`config.mk`:
```
export PLATFORM = sky130hd
export DESIGN_NAME = irq_pair_regif
export DESIGN_NICKNAME = d
export VERILOG_FILES = /design/src/rtl/irq_regif_pkg.sv /design/src/rtl/irq_cmd_decode.sv /design/src/rtl/irq_ctl_regs.sv /design/src/rtl/irq_pair_regif.sv
export SDC_FILE = /design/constraint.sdc
export NUM_CORES = 1
export LEC_CHECK = 0
export BUFFER_PORTS_ARGS = -buffer_cell sky130_fd_sc_hd__buf_4
export CAP_MARGIN = 15
export CELL_PAD_IN_SITES_DETAIL_PLACEMENT = 1
export CELL_PAD_IN_SITES_GLOBAL_PLACEMENT = 1
export CORE_ASPECT_RATIO = 0.7
export CORE_MARGIN = 2
export CORE_UTILIZATION = 39
export DETAILED_ROUTE_END_ITERATION = 8
export PLACE_DENSITY_LB_ADDON = 0.1
export SLEW_MARGIN = 20
export SYNTH_ARGS = -nofsm -noshare
export SYNTH_HDL_FRONTEND = slang
export SYNTH_SLANG_ARGS = --single-unit
```
`constraint.sdc`:
```
create_clock -name clk_i -period 2.1 [get_ports clk_i]
set_input_delay 0.315 -clock clk_i [delete_from_list [all_inputs] [get_ports clk_i]]
set_output_delay 0.315 -clock clk_i [all_outputs]
set_load 0.02 [all_outputs]
```
`src/rtl/irq_regif_pkg.sv`:
```
package irq_regif_pkg;
  localparam int unsigned NUM_CTL = 2;
  localparam int unsigned CTL_INPUTS = 8;
  localparam int unsigned BYTE_W = 8;
  localparam int unsigned IDX_W = $clog2(NUM_CTL * CTL_INPUTS);

  typedef enum logic [3:0] {
    CK_SEL_REQ, CK_SEL_ISR, CK_INIT_SHORT, CK_INIT_LONG,
    CK_EOI_ANY, CK_EOI_ONE, CK_SPC_OFF, CK_SPC_ON, CK_SPC_ISR,
    CK_PRIO, CK_BAD
  } cmd_kind_e;

  typedef enum logic [1:0] {ST_IDLE, ST_VEC, ST_CASC, ST_MODE} init_step_e;

  function automatic cmd_kind_e classify(input logic [BYTE_W-1:0] b);
    cmd_kind_e k;
    case (b)
      8'h0A:   k = CK_SEL_REQ;
      8'h0B:   k = CK_SEL_ISR;
      8'h10:   k = CK_INIT_SHORT;
      8'h11:   k = CK_INIT_LONG;
      8'h4A:   k = CK_SPC_OFF;
      8'h68:   k = CK_SPC_ON;
      8'h6B:   k = CK_SPC_ISR;
      default: begin
        if (b[7:3] == 5'b00100)      k = CK_EOI_ANY;
        else if (b[7:3] == 5'b01100) k = CK_EOI_ONE;
        else if (b[7:3] == 5'b11000) k = CK_PRIO;
        else                         k = CK_BAD;
      end
    endcase
    return k;
  endfunction
endpackage

```
`src/rtl/irq_cmd_decode.sv`:
```
module irq_cmd_decode
  import irq_regif_pkg::*;
(
  input  logic [BYTE_W-1:0] byte_i,
  output cmd_kind_e         kind_o,
  output logic [2:0]        lvl_o
);
  assign kind_o = classify(byte_i);
  assign lvl_o  = byte_i[2:0];
endmodule

```
`src/rtl/irq_ctl_regs.sv`:
```
module irq_ctl_regs
  import irq_regif_pkg::*;
#(
  parameter int unsigned       CTL_IDX  = 0,
  parameter logic [BYTE_W-1:0] RST_MASK = 8'hFC,
  parameter logic [BYTE_W-1:0] RST_VEC  = 8'h08
) (
  input  logic              clk_i,
  input  logic              rst_ni,
  input  logic              cmd_we_i,
  input  logic              data_we_i,
  input  logic [BYTE_W-1:0] wdata_i,
  input  cmd_kind_e         kind_i,
  input  logic [2:0]        lvl_i,
  input  logic              act_valid_i,
  input  logic [IDX_W-1:0]  act_idx_i,
  output logic [BYTE_W-1:0] mask_o,
  output logic [BYTE_W-1:0] vbase_o,
  output logic              auto_eoi_o,
  output logic              special_o,
  output logic              sel_isr_o,
  output logic              err_o,
  output logic              eoi_o,
  output logic              clr_o,
  output logic [IDX_W-1:0]  clr_idx_o
);
  localparam logic [IDX_W:0]   LIMIT = (IDX_W+1)'((CTL_IDX + 1) * CTL_INPUTS);
  localparam logic [IDX_W-1:0] BASE  = IDX_W'(CTL_IDX * CTL_INPUTS);

  init_step_e step_q;
  logic       long_q;
  logic       hit_any, hit_one;

  assign hit_any = act_valid_i && ({1'b0, act_idx_i} < LIMIT);
  assign hit_one = act_valid_i && (act_idx_i == (BASE + IDX_W'(lvl_i)));

  always_ff @(posedge clk_i or negedge rst_ni) begin
    if (!rst_ni) begin
      step_q     <= ST_IDLE;
      long_q     <= 1'b0;
      mask_o     <= RST_MASK;
      vbase_o    <= RST_VEC;
      auto_eoi_o <= 1'b0;
      special_o  <= 1'b0;
      sel_isr_o  <= 1'b0;
      err_o      <= 1'b0;
      eoi_o      <= 1'b0;
      clr_o      <= 1'b0;
      clr_idx_o  <= '0;
    end else begin
      eoi_o <= 1'b0;
      clr_o <= 1'b0;
      if (data_we_i) begin
        unique case (step_q)
          ST_IDLE: mask_o <= wdata_i;
          ST_VEC: begin
            vbase_o <= wdata_i & 8'hF8;
            step_q  <= ST_CASC;
          end
          ST_CASC: step_q <= long_q ? ST_MODE : ST_IDLE;
          ST_MODE: begin
            auto_eoi_o <= wdata_i[1];
            step_q     <= ST_IDLE;
          end
        endcase
      end
      if (cmd_we_i) begin
        unique case (kind_i)
          CK_SEL_REQ: sel_isr_o <= 1'b0;
          CK_SEL_ISR: sel_isr_o <= 1'b1;
          CK_INIT_SHORT: begin step_q <= ST_VEC; long_q <= 1'b0; end
          CK_INIT_LONG:  begin step_q <= ST_VEC; long_q <= 1'b1; end
          CK_SPC_OFF: begin special_o <= 1'b0; sel_isr_o <= 1'b0; end
          CK_SPC_ON:  special_o <= 1'b1;
          CK_SPC_ISR: begin special_o <= 1'b1; sel_isr_o <= 1'b1; end
          CK_EOI_ANY: begin
            eoi_o     <= 1'b1;
            clr_o     <= hit_any;
            clr_idx_o <= act_idx_i;
          end
          CK_EOI_ONE: begin
            eoi_o     <= 1'b1;
            clr_o     <= hit_one;
            clr_idx_o <= act_idx_i;
          end
          CK_PRIO: ;
          default: err_o <= 1'b1;
        endcase
      end
    end
  end
endmodule

```
`src/rtl/irq_pair_regif.sv`:
```
module irq_pair_regif
  import irq_regif_pkg::*;
#(
  parameter logic [BYTE_W-1:0] PRI_CMD_ADDR = 8'h20,
  parameter logic [BYTE_W-1:0] SEC_CMD_ADDR = 8'hA0,
  parameter logic [BYTE_W-1:0] PRI_RST_MASK = 8'hFC,
  parameter logic [BYTE_W-1:0] SEC_RST_MASK = 8'hFE,
  parameter logic [BYTE_W-1:0] PRI_RST_VEC  = 8'h08,
  parameter logic [BYTE_W-1:0] SEC_RST_VEC  = 8'h70
) (
  input  logic                           clk_i,
  input  logic                           rst_ni,
  input  logic                           bus_wr_i,
  input  logic                           bus_rd_i,
  input  logic [BYTE_W-1:0]              bus_addr_i,
  input  logic [BYTE_W-1:0]              bus_wdata_i,
  output logic [BYTE_W-1:0]              bus_rdata_o,
  input  logic [NUM_CTL*CTL_INPUTS-1:0]  req_i,
  input  logic [NUM_CTL*CTL_INPUTS-1:0]  isr_i,
  input  logic                           act_valid_i,
  input  logic [IDX_W-1:0]               act_idx_i,
  output logic [NUM_CTL*CTL_INPUTS-1:0]  mask_o,
  output logic [NUM_CTL*BYTE_W-1:0]      vbase_o,
  output logic [NUM_CTL-1:0]             auto_eoi_o,
  output logic [NUM_CTL-1:0]             special_o,
  output logic [NUM_CTL-1:0]             eoi_o,
  output logic                           isr_clr_o,
  output logic [IDX_W-1:0]               isr_clr_idx_o,
  output logic [NUM_CTL-1:0]             err_o
);
  cmd_kind_e        kind;
  logic [2:0]       lvl;
  logic [NUM_CTL-1:0] sel_isr, clr, hit_cmd, hit_data;
  logic [IDX_W-1:0] clr_idx [NUM_CTL];
  logic [BYTE_W-1:0] rd_mux;

  irq_cmd_decode i_dec (
    .byte_i (bus_wdata_i),
    .kind_o (kind),
    .lvl_o  (lvl)
  );

  for (genvar c = 0; c < NUM_CTL; c++) begin : g_ctl
    localparam logic [BYTE_W-1:0] CA = (c == 0) ? PRI_CMD_ADDR : SEC_CMD_ADDR;
    assign hit_cmd[c]  = bus_addr_i == CA;
    assign hit_data[c] = bus_addr_i == CA + 8'd1;

    irq_ctl_regs #(
      .CTL_IDX  (c),
      .RST_MASK ((c == 0) ? PRI_RST_MASK : SEC_RST_MASK),
      .RST_VEC  ((c == 0) ? PRI_RST_VEC : SEC_RST_VEC)
    ) i_regs (
      .clk_i       (clk_i),
      .rst_ni      (rst_ni),
      .cmd_we_i    (bus_wr_i && hit_cmd[c]),
      .data_we_i   (bus_wr_i && hit_data[c]),
      .wdata_i     (bus_wdata_i),
      .kind_i      (kind),
      .lvl_i       (lvl),
      .act_valid_i (act_valid_i),
      .act_idx_i   (act_idx_i),
      .mask_o      (mask_o[c*CTL_INPUTS +: CTL_INPUTS]),
      .vbase_o     (vbase_o[c*BYTE_W +: BYTE_W]),
      .auto_eoi_o  (auto_eoi_o[c]),
      .special_o   (special_o[c]),
      .sel_isr_o   (sel_isr[c]),
      .err_o       (err_o[c]),
      .eoi_o       (eoi_o[c]),
      .clr_o       (clr[c]),
      .clr_idx_o   (clr_idx[c])
    );
  end

  always_comb begin
    rd_mux        = '0;
    isr_clr_o     = 1'b0;
    isr_clr_idx_o = '0;
    for (int c = 0; c < NUM_CTL; c++) begin
      if (hit_cmd[c])
        rd_mux = sel_isr[c] ? isr_i[c*CTL_INPUTS +: CTL_INPUTS]
                            : req_i[c*CTL_INPUTS +: CTL_INPUTS];
      if (hit_data[c]) rd_mux = mask_o[c*CTL_INPUTS +: CTL_INPUTS];
      if (clr[c]) begin
        isr_clr_o     = 1'b1;
        isr_clr_idx_o = clr_idx[c];
      end
    end
  end

  always_ff @(posedge clk_i or negedge rst_ni) begin
    if (!rst_ni)       bus_rdata_o <= '0;
    else if (bus_rd_i) bus_rdata_o <= rd_mux;
  end
endmodule

```
==> impl_metrics.json <==
{
  "rrSetupSlack_ns": 0.29,
  "first_iter_violations": 103,
  "critPathMaxStageDelay_ns": 0.65,
  "gp_congestion": 0.822,
  "vias": 2450,
  "clk-insertion-delay-late_ns": 0.33,
  "coreArea_um2": 8340,
  "start_util_pct": 39.6,
  "cp_cell_sequence": "mux2_2, mux4_2, nand2_1, o21ai_0",
  "setup-tns-final_ns": 0,
  "drtAntennaViolNets": 0,
  "reg2reg_to": "bus_rdata_o[5]",
  "antenna_found_initial": 0,
  "grt_max_degree": 61,
  "reg2reg_from": "g_ctl[1].i_regs.sel_isr_o",
  "synthArstFlopShare_pct": 100,
  "firstDrtPassIters": 4,
  "grt_pass1_wl_mm": 14.6,
  "yosysMostFrequentCell": "dfrtp_1",
  "netlist_instances": 266,
  "cts_tree": "built",
  "track_usage_pct": 21.2,
  "power.density_nw_per_um2": 665,
  "synth_top_area_cell": "dfrtp_1",
  "ir_drop_uv": 450,
  "die_h_um": 81.0,
  "r2r_cells": 4,
  "htree_levels": 3,
  "leakage_nw": 2.19,
  "final.min_clock_period_ns": 1.81,
  "yosys_warnings": 0,
  "root_buffer": "clkbuf_16",
  "setup_viol": 0,
  "wl_per_cell_um": 18.9,
  "clock_skew_ns": 0.00625,
  "hold_class": "input port to async pin",
  "synthFlopType": "dfrtp_1",
  "cp_num_buf_inv": 0,
  "tritoncts.num_buffers": 9,
  "gr-total-overflow": 0,
  "ys_seq_area_share_pct": 46.1,
  "cts_setup_buffers": 0,
  "finalNetCount": 423,
  "clock_path_buffers": 2,
  "grt_pass1_vias": 2654,
  "crit_path_top_delay_cell": "dfrtp_1",
  "status": "complete, no violations",
  "synth_top_area_share_pct": 32.6,
  "slew_violations": 0,
  "ys_ff_latch": 60,
  "port_buffers": 103,
  "maxCapViolations": 0,
  "cts.repair.resized": 0,
  "hpwlAfterDp_mm": 6.78,
  "synth_area_per_cell_um2": 12.4,
  "slew_headroom_pct": 49.1,
  "rsz0062_at_grt": "false",
  "worst_slew_pin_slew_ns": 0.764,
  "synthTopCellsByArea": "dfrtp_1, dfstp_2, mux2_2",
  "worst_ep_required_time_ns": 2.30,
  "wirelength_mm": 8.99,
  "synth_cell_type_count": 56,
  "path_delay_family": "multiplexers",
  "area_growth_syn_to_layout_pct": 33.2,
  "cp-start-kind": "flop",
  "syn_area_um2": 3300,
  "drt-vias-per-instance": 5.15,
  "critPathMaxFanout": 10,
  "synth_edf_count": 0,
  "hold_violations": 0,
  "ctsHoldBuffers": 0,
  "antenna_cells": 0,
  "ys_top_cells_by_count": "dfrtp_1, mux2_2, nand2_1",
  "rows": 28,
  "path_clk_slew_ns": 0.05,
  "cp-end-kind": "flop",
  "die_width_um": 114,
  "ios": 110,
  "final_core_util_pct": 52.8,
  "max_freq_ghz": 0.553,
  "dieArea_um2": 9240,
  "arrival_ns": 2.01,
  "clock_sinks": 60,
  "drive_gt1_share_pct": 57.7,
  "finalCritPeriodShare_pct": 86.0,
  "crit_type": "flop to flop",
  "drcViolationCount": 0
}
-- logic make-up after synthesis --
logic type | after synthesis | synth area share [%]
AOI/OAI and AO/OA | 37 | 8.26
xor gates and xnor gates | 4 | 1.06
buffers and inverters | 43 | 7.38
DFF | 60 | 46.1
muxes | 62 | 25.9
other | 1 | 0.113
and+or+nand+nor | 59 | 11.2
-- metal layers --
layer	track usage (%)	share of wire, %	vias up
met2	32.4	45	85
li1	-	-	1143
met1	29.4	47	1214
met4	5.98	0.82	0
met5	0	0	-
met3	6.57	6.4	8
-- worst register-to-register path: cells and delay by family, from the launching register on --
kind	cells	cell delay [ns]
flops	1	0.65
simple gates	1	0.08
mux	2	0.88
compound gates	1	0.07
-- worst max-delay path by stage --
| stage | cells after the start | slack (ns) | startpoint | endpoint |
|---|---|---|---|---|
| after global routing | 4 | 0.16 | g_ctl[1].i_regs.sel_isr_o | bus_rdata_o[5] |
| after CTS | 4 | 0.27 | g_ctl[1].i_regs.sel_isr_o | bus_rdata_o[5] |
| final | 4 | 0.29 | g_ctl[1].i_regs.sel_isr_o | bus_rdata_o[5] |
| after floorplan | 5 | 0.13 | bus_wdata_i[6] | g_ctl[0].i_regs.long_q |
| after global placement | 6 | 0.05 | bus_addr_i[1] | g_ctl[0].i_regs.clr_idx_o[2] |
| after detailed placement | 5 | 0.04 | bus_wdata_i[5] | g_ctl[1].i_regs.long_q |
-- where the power goes --
group / internal [mW] / switching [mW] / total (mW)
clock: 0.910 / 0.490 / 1.40
combinational: 0.162 / 0.161 / 0.323
sequential: 1.19 / 0.0167 / 1.20
-- layout make-up --
type                       count  area (um2)
clock buffer                  11         233
clock inverter                 5        52.6
timing repair buffer         114         856
inverter                      13        48.8
sequential                    60        1520
fill                         873        3940
multi-input combinational    168        1560
tap                          105         131
-- per-stage QoR --
step | total power, mW | cell area (um2) | hold WS [ns] | setup WS [ns] | cells
final | 2.93 | 4400 | 0.0551 | 0.293 | 476
after global routing | 3.06 | 4400 | 0.112 | 0.164 | 476
after CTS | 2.98 | 4400 | 0.0797 | 0.271 | 476
after detailed placement | 1.55 | 4120 | 0.442 | 0.0415 | 460
after global placement | 1.54 | 4120 | 0.430 | 0.0541 | 460
after floorplan | 1.38 | 3320 | 0.0194 | 0.134 | 271
-- cell usage in the layout, fill, tap and decap left out, drive strengths merged, types with 3 or more instances in the layout --
cell	count
clkbuf	11
mux4	8
nor2b	5
dfrtp	43
nor2	8
or3b	3
a22o	3
buf	114
or3	4
mux2	54
nand2	19
xnor2	3
clkinv	3
o21ai	13
dfstp	17
inv	13
nand4	3
conb	6
-- sequential cells by signal, indices dropped and copies added, names as in the netlist --
signal,flops
bus_rdata_o,8
g_ctl.i_regs.auto_eoi_o,2
g_ctl.i_regs.clr_idx_o,8
g_ctl.i_regs.clr_o,2
g_ctl.i_regs.eoi_o,2
g_ctl.i_regs.err_o,2
g_ctl.i_regs.long_q,2
g_ctl.i_regs.mask_o,16
g_ctl.i_regs.sel_isr_o,2
g_ctl.i_regs.special_o,2
g_ctl.i_regs.step_q,4
g_ctl.i_regs.vbase_o,10
Power figures use the tool's default switching activity.
